--- config.mk ---
export PLATFORM = sky130hd
export DESIGN_NAME = hpg_host_port
export DESIGN_NICKNAME = d
export VERILOG_FILES = /design/src/rtl/hpg_pkg.sv /design/src/rtl/hpg_rst_sync.sv /design/src/rtl/hpg_sync.sv /design/src/rtl/hpg_ctlreg.sv /design/src/rtl/hpg_fsm.sv /design/src/rtl/hpg_host_port.sv
export SDC_FILE = /design/constraint.sdc
export NUM_CORES = 1
export LEC_CHECK = 0
export BUFFER_PORTS_ARGS = -buffer_cell sky130_fd_sc_hd__buf_2
export CORE_UTILIZATION = 53
export DETAILED_ROUTE_END_ITERATION = 6
export HOLD_SLACK_MARGIN = 0.03
export PLACE_DENSITY = 0.9
export SYNTH_ARGS = -nofsm -noshare
export SYNTH_HDL_FRONTEND = slang
export SYNTH_HIERARCHICAL = 1
export SYNTH_SLANG_ARGS = --single-unit
--- constraint.sdc ---
create_clock -name clk -period 2.2 [get_ports clk]
set_input_delay 0.33 -clock clk [delete_from_list [all_inputs] [get_ports clk]]
set_output_delay 0.33 -clock clk [all_outputs]
set_load 0.01 [all_outputs]
--- src/rtl/hpg_pkg.sv ---
package hpg_pkg;
  typedef enum logic [1:0] {
    SEL_NONE = 2'b00,
    SEL_DATA = 2'b01,
    SEL_CLO  = 2'b10,
    SEL_CHI  = 2'b11
  } msel_e;

  typedef enum logic [1:0] {
    ST_IDLE,
    ST_WAIT,
    ST_RDAT,
    ST_ACK
  } hstate_e;
endpackage

--- src/rtl/hpg_rst_sync.sv ---
module hpg_rst_sync (
  input  logic clk,
  input  logic rst_n,
  output logic rst_s_n
);
  logic [1:0] rs_q;
  logic [1:0] rs_d;

  always_comb rs_d = {rs_q[0], 1'b1};

  always_ff @(posedge clk or negedge rst_n) begin
    if (!rst_n) rs_q <= 2'b00;
    else        rs_q <= rs_d;
  end

  assign rst_s_n = rs_q[1];
endmodule

--- src/rtl/hpg_sync.sv ---
module hpg_sync #(
  parameter int W = 1,
  parameter int STAGES = 2,
  parameter logic [W-1:0] RST_VAL = '0
) (
  input  logic         clk,
  input  logic         rst_n,
  input  logic [W-1:0] d,
  output logic [W-1:0] q
);
  logic [STAGES-1:0][W-1:0] chain_q;
  logic [STAGES-1:0][W-1:0] chain_d;

  always_comb chain_d = {chain_q[STAGES-2:0], d};

  always_ff @(posedge clk or negedge rst_n) begin
    if (!rst_n) chain_q <= {STAGES{RST_VAL}};
    else        chain_q <= chain_d;
  end

  assign q = chain_q[STAGES-1];
endmodule

--- src/rtl/hpg_ctlreg.sv ---
module hpg_ctlreg
  import hpg_pkg::*;
#(
  parameter int DW = 8,
  parameter int STR_W = 3
) (
  input  logic             clk,
  input  logic             rst_n,
  input  logic             wr_en,
  input  logic [DW-1:0]    wdata,
  input  logic             op_rd,
  output logic [DW-1:0]    ctl_q,
  output logic [STR_W-1:0] stream,
  output msel_e            msel,
  output logic             bcast
);
  localparam int SEL_LO = STR_W;
  localparam int SEL_HI = STR_W + 1;
  localparam int BC_BIT = DW - 2;
  localparam int SP_BIT = DW - 1;

  logic [DW-1:0] ctl_d;

  always_comb ctl_d = wr_en ? wdata : ctl_q;

  always_ff @(posedge clk or negedge rst_n) begin
    if (!rst_n) ctl_q <= '0;
    else        ctl_q <= ctl_d;
  end

  always_comb begin
    if (ctl_q[SP_BIT]) msel = op_rd ? SEL_DATA : SEL_CLO;
    else               msel = msel_e'(ctl_q[SEL_HI:SEL_LO]);
  end

  assign stream = ctl_q[STR_W-1:0];
  assign bcast  = ctl_q[BC_BIT];
endmodule

--- src/rtl/hpg_fsm.sv ---
module hpg_fsm
  import hpg_pkg::*;
#(
  parameter int DW = 8,
  parameter int CH_W = 5
) (
  input  logic            clk,
  input  logic            rst_n,
  input  logic            acc,
  input  logic            rd_wr_s,
  input  logic [CH_W:0]   addr,
  input  logic [DW-1:0]   wdata_in,
  input  msel_e           msel,
  input  logic            dp_busy,
  input  logic [DW-1:0]   mem_rdata,
  input  logic [DW-1:0]   ctl_q,
  output logic            ctl_we,
  output logic            op_rd,
  output logic [CH_W-1:0] ch_q,
  output logic [DW-1:0]   wdata_q,
  output logic            mem_req,
  output logic            mem_we,
  output logic            ack,
  output logic [DW-1:0]   rd_q
);
  hstate_e         state_q, state_d;
  logic            lat_en;
  logic            drop;
  logic [DW-1:0]   rd_d;
  logic            op_rd_d;
  logic [CH_W-1:0] ch_d;
  logic [DW-1:0]   wdata_d;

  always_comb drop = (msel == SEL_NONE) || (!op_rd && msel == SEL_DATA);

  always_comb begin
    state_d = state_q;
    ctl_we  = 1'b0;
    mem_req = 1'b0;
    lat_en  = 1'b0;
    rd_d    = rd_q;
    unique case (state_q)
      ST_IDLE: begin
        if (acc) begin
          lat_en = 1'b1;
          if (!addr[CH_W]) begin
            if (rd_wr_s) rd_d = ctl_q;
            else         ctl_we = 1'b1;
            state_d = ST_ACK;
          end else begin
            state_d = ST_WAIT;
          end
        end
      end
      ST_WAIT: begin
        if (drop) begin
          if (op_rd) rd_d = '0;
          state_d = ST_ACK;
        end else if (!dp_busy) begin
          mem_req = 1'b1;
          state_d = op_rd ? ST_RDAT : ST_ACK;
        end
      end
      ST_RDAT: begin
        rd_d    = mem_rdata;
        state_d = ST_ACK;
      end
      ST_ACK: begin
        if (!acc) state_d = ST_IDLE;
      end
      default: state_d = ST_IDLE;
    endcase
  end

  always_comb begin
    op_rd_d = lat_en ? rd_wr_s          : op_rd;
    ch_d    = lat_en ? addr[CH_W-1:0]   : ch_q;
    wdata_d = lat_en ? wdata_in         : wdata_q;
  end

  always_ff @(posedge clk or negedge rst_n) begin
    if (!rst_n) begin
      state_q <= ST_IDLE;
      op_rd   <= 1'b0;
      ch_q    <= '0;
      wdata_q <= '0;
      rd_q    <= '0;
    end else begin
      state_q <= state_d;
      op_rd   <= op_rd_d;
      ch_q    <= ch_d;
      wdata_q <= wdata_d;
      rd_q    <= rd_d;
    end
  end

  assign mem_we = mem_req && !op_rd;
  assign ack    = (state_q == ST_ACK);


  ack_release_chk: assert property (@(posedge clk) disable iff (!rst_n)
    (ack && !acc) |=> !ack);
endmodule

--- src/rtl/hpg_host_port.sv ---
module hpg_host_port
  import hpg_pkg::*;
#(
  parameter int DW = 8,
  parameter int CH_W = 5,
  parameter int STR_W = 3,
  parameter int SYNC_STAGES = 2,
  localparam int HOST_AW = CH_W + 1,
  localparam int MEM_AW = STR_W + CH_W
) (
  input  logic               clk,
  input  logic               rst_n,
  input  logic               host_cs_n,
  input  logic               host_ds,
  input  logic               host_rd_wr,
  input  logic [HOST_AW-1:0] host_addr,
  input  logic [DW-1:0]      host_d_i,
  output logic [DW-1:0]      host_d_o,
  output logic               host_d_oe,
  output logic               host_ack_lo,
  input  logic               dp_busy,
  output logic               mem_req,
  output logic               mem_we,
  output logic [1:0]         mem_sel,
  output logic [MEM_AW-1:0]  mem_addr,
  output logic [DW-1:0]      mem_wdata,
  input  logic [DW-1:0]      mem_rdata,
  output logic               bcast_mode
);
  logic             rst_s_n;
  logic [2:0]       strb_s;
  logic             acc;
  logic             ctl_we;
  logic             op_rd;
  logic [CH_W-1:0]  ch_q;
  logic [DW-1:0]    ctl_q;
  logic [STR_W-1:0] stream;
  msel_e            msel;

  hpg_rst_sync u_rst (
    .clk     (clk),
    .rst_n   (rst_n),
    .rst_s_n (rst_s_n)
  );

  hpg_sync #(.W(3), .STAGES(SYNC_STAGES), .RST_VAL(3'b100)) u_sync (
    .clk   (clk),
    .rst_n (rst_s_n),
    .d     ({host_cs_n, host_ds, host_rd_wr}),
    .q     (strb_s)
  );

  assign acc = !strb_s[2] && strb_s[1];

  hpg_ctlreg #(.DW(DW), .STR_W(STR_W)) u_ctl (
    .clk    (clk),
    .rst_n  (rst_s_n),
    .wr_en  (ctl_we),
    .wdata  (host_d_i),
    .op_rd  (op_rd),
    .ctl_q  (ctl_q),
    .stream (stream),
    .msel   (msel),
    .bcast  (bcast_mode)
  );

  hpg_fsm #(.DW(DW), .CH_W(CH_W)) u_fsm (
    .clk       (clk),
    .rst_n     (rst_s_n),
    .acc       (acc),
    .rd_wr_s   (strb_s[0]),
    .addr      (host_addr),
    .wdata_in  (host_d_i),
    .msel      (msel),
    .dp_busy   (dp_busy),
    .mem_rdata (mem_rdata),
    .ctl_q     (ctl_q),
    .ctl_we    (ctl_we),
    .op_rd     (op_rd),
    .ch_q      (ch_q),
    .wdata_q   (mem_wdata),
    .mem_req   (mem_req),
    .mem_we    (mem_we),
    .ack       (host_ack_lo),
    .rd_q      (host_d_o)
  );

  assign mem_sel   = msel;
  assign mem_addr  = {stream, ch_q};
  assign host_d_oe = !host_cs_n && host_ds && host_rd_wr;


  req_free_chk: assert property (@(posedge clk) disable iff (!rst_s_n)
    mem_req |-> !dp_busy);


  req_once_chk: assert property (@(posedge clk) disable iff (!rst_s_n)
    mem_req |=> !mem_req);


  no_dmem_wr_chk: assert property (@(posedge clk) disable iff (!rst_s_n)
    (mem_req && mem_we) |-> (mem_sel != SEL_DATA));


  split_wr_chk: assert property (@(posedge clk) disable iff (!rst_s_n)
    (mem_req && mem_we && ctl_q[DW-1]) |-> (mem_sel == SEL_CLO));
endmodule

[Word level (Yosys, flattened, before mapping)]
Index checks and enable logic that the tools add are counted.
Storage, ports and cells
  flip-flop bits (word level): 40
  bits in latches: 0
  memory bits (writable): 0
  ROM bits: 0
  input bits: 28
  output and inout port bits: 31
  word-level logic and storage cells: 58
  memories kept: 0
Operators by class
  add/subtract/negate cells: 0
  multiply operators: 0
  div/mod/pow operators: 0
  magnitude comparators: 0
  equal/unequal tests: 11
  shifts and indexed selects: 0
  multiplexer cells: 24
  bitwise logic cells: 0
  reductions and logical operators: 14
Operators with widths (number)
  $mux 8: 5
  $pmux 8 s3: 1
  $mux 2: 7
  $mux 1: 10
  $pmux 2 s4: 1
  $ne 2x1->1 const B: 3
  $ne 2x2->1 const B: 3
  $reduce_and 6->1: 1
  $logic_and 1x1->1: 5
  $eq 2x1->1 const B: 2
  $eq 2x2->1 const B: 2
  $logic_not 2->1: 2
  $logic_not 1->1: 3
  $ne 3x2->1 const B: 1
  $reduce_and 3->1: 1
  $reduce_bool 3->1: 1
  $logic_or 1x1->1: 1

[Longest topological paths before layout]
  word-level depth: 8
  gate-level depth with buffers: 8

[By module]
The synthesis kept the hierarchy.
By module, submodules not included
  hpg_fsm: times used 1, cells an instance 99, area each 1177.4 um^2, seq. area each 600.6 um^2
  hpg_ctlreg: times used 1, cells an instance 25, area each 380.4 um^2, seq. area each 200.2 um^2
  hpg_sync: times used 1, cells an instance 6, area each 152.6 um^2, seq. area each 152.6 um^2
  hpg_rst_sync: times used 1, cells an instance 3, area each 53.8 um^2, seq. area each 50.0 um^2
  hpg_host_port: times used 1, cells an instance 2, area each 15.0 um^2, seq. area each 0.0 um^2

[Worst setup path after synthesis]
Ideal clock, no wire load.
  path type: register -> register
  start: register u_ctl.ctl_q[7]
  end: register u_fsm.rd_q[0]
  data arrival time: 1.842 ns
  slack: 0.233 ns
  stages on the path, launching flop included: 5
  cell sequence: dfrtp_1 -> mux2_2 -> or3b_1 -> a22oi_4 -> mux2_2
Between the ends
  word-level cells in the longest chain between the ends: 6
  elaborated cells between the ends (all ways): 7
  those cells by class: eq/ne (2); mux (1); reduce/logical (4)
RTL lines
  from (decl): line hpg_ctlreg.sv:12  | output logic [DW-1:0] ctl_q,
  from (signal assigned): line hpg_ctlreg.sv:28  | else ctl_q <= ctl_d;
  $mux 2 *: line hpg_ctlreg.sv:32  | if (ctl_q[SP_BIT]) msel = op_rd ? SEL_DATA : SEL_CLO;
  net mem_sel[0]: line hpg_host_port.sv:24  | output logic [1:0] mem_sel,
  $eq 2x1->1: line hpg_fsm.sv:34  | always_comb drop = (msel == SEL_NONE) || (!op_rd && msel == SEL_DATA);
  $logic_and 1x1->1: line hpg_fsm.sv:34
  $logic_or 1x1->1 *: line hpg_fsm.sv:34
  $ne 2x1->1 (no line) *
  $reduce_and 6->1 (no line) *
  to (signal assigned): line hpg_fsm.sv:93  | rd_q <= rd_d;
  to (decl): line hpg_fsm.sv:24  | output logic [DW-1:0] rd_q
The timed path passes the listed nets; every way through them passes the cells marked *.
A chain may end at the register's enable or synchronous reset.

[Worst setup path in the final report]
  start: register u_ctl.ctl_q[7]
  end: register u_fsm.rd_q[3]
Between the ends
  word-level cells in the longest chain between the ends: 6
  elaborated cells between the ends (all ways): 7
  those cells by class: eq/ne (2); mux (1); reduce/logical (4)
RTL lines (line)
  $mux 2 *: hpg_ctlreg.sv:32
  $eq 2x1->1: hpg_fsm.sv:34
  $logic_and 1x1->1: hpg_fsm.sv:34
  $logic_or 1x1->1 *: hpg_fsm.sv:34
  $ne 2x1->1 (no line) *
  $reduce_and 6->1 (no line) *
Every way passes the cells marked *; elsewhere a longest branch is shown, timed or not.

==> summary.md <==
| Metric | Value |
|---|---|
| Switching part of the total | 0.369 |
| Count of H-tree levels built during CTS | 2 |
| RSZ-0062 raised after global routing | no |
| Total routing resource utilization after global routing | 0.231 |
| Via count of the first global-routing pass | 1246 |
| Dpl cells | about 230 |
| Worst hold path stage count | 1 |
| Rel. slew slack | 0.631 |
| Crit path max-delay family | multiplexers |
| Share of cell area taken by muxes after synthesis | 0.228 |
| Wire per inst | around 15 um |
| Min setup slack post-route | roughly 0.096 ns |
| Final routed wirelength across all metal layers | ~3600 um |
| Placed instance area | between 0.002 and 0.0025 mm^2 |
| Router iterations before antenna repair | 4 |
| Unique cell type count in the Yosys netlist | 26 |
| Share of layout cells above drive strength 1 | 0.531 |
| Share of flip-flops with an asynchronous set or reset after synthesis | 1.00 |
| Yosys Warn Count | 6 |
| Combinational cell fraction of total power | 0.465 |
| Post-synthesis share of cell area spent on and, or, nand and nor gates | 0.0605 |
| Antenna Cells | 0 |
| CTS tree | done |
| Number of nets in the synthesized netlist | 167 |
| Buffer count from post-CTS setup fixing | 0 |
| Slowest cell on the critical path | sky130_fd_sc_hd__dfrtp_1 |
| Proportion of power drawn by the clock network | 0.148 |
| Share of the synthesized netlist area taken by xor and xnor gates | 0 |
| Final slew viol count | 0 |
| Number of DRC markers after the initial detailed-route iteration | 57 |
| Number of flops mapped to enable cells by yosys | 0 |
| Vias | around 1300 |
| CTS Buf Count | 5 |
| Number of standard cells after synthesis | around 140 |
| Sequential fraction of design power | 0.387 |
| Cell Int Power | 1.99 mW |
| Highest Clock Rate | approximately 480 MHz |
| Top-area cell type share of the netlist area | 0.534 |
| Final period util | 0.956 |
| Post-synthesis sequential area ratio | 0.564 |
| Final core utilization | 0.696 |
| Final TNS setup | 0 ns |
| HPWL after detailed placement | about 2700 um |
| Register clock-pin slew on the reported worst setup and hold paths | 0.11 ns |
| Kind of end point of the critical path | flip-flop |
| Initial antenna violation count | 0 |
| Die Footprint | 0.00359 mm^2 |
| Number of I/O pins | 59 |
| Depth of the most critical reg-to-reg path | 4 |
| Largest cells by area after synthesis | sky130_fd_sc_hd__dfrtp_1, sky130_fd_sc_hd__mux2_2, sky130_fd_sc_hd__mux2_4 |
| Buffers & Inverters on Critical Path | 0 |
| Residual DRC | 0 |
| Remaining antenna violation count after routing | 0 |
| Port-buffer cells | 58 |
| Switching power summed over all nets | about 1.2 mW |
| Root buffer cell | sky130_fd_sc_hd__clkbuf_4 |
| Main combinational cell family by area after synthesis | multiplexers |
| Grt ovf | 0 |
| Combined area of all synthesized cells | between 0.0015 and 0.002 mm^2 |
| Count of hold buffers inserted by post-cts repair | 1 |
| RD Place Congestion | 0.760 |
| Cell taking the most area after synthesis | sky130_fd_sc_hd__dfrtp_1 |
| Slew at the pin closest to its max-slew limit | roughly 0.55 ns |
| Leading cell types in the layout, fill and taps excluded | sky130_fd_sc_hd__buf_2, sky130_fd_sc_hd__dfrtp_1, sky130_fd_sc_hd__mux2_2 |
| Run status | completed |
| Arrival time at the worst endpoint | 2.34 ns |
| Max Root-Sink Buffers | 2 |
| Num Clock Sinks | 40 |
| Required arrival time at the worst endpoint | 2.43 ns |
| Number of register bits inferred by synthesis | 40 |
| Per-instance average area after synthesis | between 10 and 15 um^2 |
| Final period demand of the worst path | 2.10 ns |
| Floorplan core area | between 0.003 and 0.004 mm^2 |
| Ordered cell list for the critical path | mux2_2 > or3b_1 > a22oi_4 > mux2_2 |
| Max FO, Critical Path | 8 |
| Cell mode on critical path | sky130_fd_sc_hd__mux2_2 |
| Post-cts sizing count | 0 |
| Setup clock skew after layout | about 0.015 ns |
| Effective utilization at floorplan | 0.569 |
| Synth Area in Adders | 0.0281 |
| Count of endpoints failing hold in the final timing report | 0 |
| Final non-filler cell area | about 0.0022 mm^2 |
| Pre-CTS setup slack | ~0.13 ns |
| Global-route wire length before repair | 5840 um |
| Main synth FF type | sky130_fd_sc_hd__dfrtp_1 |
| Number of max-cap violations | 0 |
| VDD IR-drop max | 0.000600 V |
| Row count | 20 |
| Pin count of the biggest net entering global routing | 25 |
| Class of the worst hold path | in2reg |
| Die Y | 59.9 um |
| Number of nets at the end of the flow | 227 |
| Synthesized-area fraction occupied by ao, oa, aoi and oai cells | 0.0619 |
| Number of vias per cell | between 5 and 6 |
| Clock network latency to the later pin of the worst-skew pair | ~0.34 ns |
| Signed area change from the synthesized netlist to the final layout | 22.3% |
| Number of logic stages on the critical path including buffering | 4 |
| Leak pwr | between 1 and 1.5 nW |
| Most common cell after layout, fill and taps aside | sky130_fd_sc_hd__buf_2 |
| Horizontal extent of the die | between 50 and 60 um |
| Nature of the critical path startpoint | flip-flop |
| Pwr/cell area | ~1400 mW/mm^2 |
| Final standard cell count with taps included and fillers excluded | 240 |
| Kind of critical path | reg2reg |
| Max incr delay on CP | 0.43 ns |
| Final Setup Violations | 0 |
-- synthesized netlist by cell type (2+ instances only) --
library cell,number
sky130_fd_sc_hd__dfstp_2,2
sky130_fd_sc_hd__nor2b_1,2
sky130_fd_sc_hd__o21ai_0,11
sky130_fd_sc_hd__buf_4,4
sky130_fd_sc_hd__nor3_1,2
sky130_fd_sc_hd__nand2_1,4
sky130_fd_sc_hd__mux2i_1,3
sky130_fd_sc_hd__dfrtp_1,38
sky130_fd_sc_hd__mux2_2,24
sky130_fd_sc_hd__nand3_1,8
sky130_fd_sc_hd__clkbuf_1,3
sky130_fd_sc_hd__ha_1,4
sky130_fd_sc_hd__inv_1,11
sky130_fd_sc_hd__mux2_4,7
-- worst paths after layout --
kind,from,endpoint,slack [ns]
setup / recovery,u_ctl/ctl_q[7],u_fsm/rd_q[3],0.1
hold / removal,host_cs_n,u_sync/chain_d[5],0.1
setup reg to reg,u_ctl/ctl_q[7],u_fsm/rd_q[3],0.1
hold reg to reg,u_rst/rs_q[1],u_fsm/wdata_q[6],0.23
max in group asynchronous,u_rst/rs_q[1],u_fsm/op_rd,1.25
min in group asynchronous,u_rst/rs_q[1],u_fsm/wdata_q[6],0.23
-- stage by stage --
stage / total power [mW] / hold WS, ns
floorplan: 2.24 / 0.0344
finish: 3.15 / 0.0952
global placement: 2.58 / 0.117
CTS: 3.17 / 0.0810
global route: 3.38 / 0.0556
detailed placement: 2.69 / 0.118
-- per-layer routing --
layer	wire length, um	track usage
met3	280	0.0844
met2	1800	0.389
met4	38	0.0731
met1	1470	0.274
met5	0	0
-- final cells by class --
type	count	area, um^2
Timing Repair Buffer	62	323
Tap cell	44	55.1
Inverter	11	41.3
Clock buffer	6	41.3
Clock inverter	2	35.0
Fill cell	224	952
Multi-Input combinational cell	75	677
Sequential cell	40	1000
-- power groups by stage --
stage / Clock (mW) / Combinational [mW] / Sequential [mW]
after floorplan: 0 / 0.948 / 1.29
after global placement: 0 / 1.37 / 1.20
after detailed placement: 0 / 1.45 / 1.24
after CTS: 0.478 / 1.47 / 1.22
after global routing: 0.512 / 1.60 / 1.26
final: 0.465 / 1.47 / 1.22
-- sequential cells by signal (all words and copies together) (netlist names) --
signal	cells
u_ctl/ctl_q	8
u_rst/rs_q	2
u_sync/chain_d	3
u_fsm/op_rd	1
u_sync/q	3
u_fsm/rd_q	8
u_fsm/ch_q	5
u_fsm/wdata_q	8
u_fsm/state_q	2
-- cell families after synthesis --
logic type	after synthesis
DFF	40
muxes	34
buffers and inverters	20
and+or+nand+nor	20
AOI/OAI and AO/OA	16
adders and majority gates	4
other	1
Note: power is estimated with default switching activity, not from simulation.
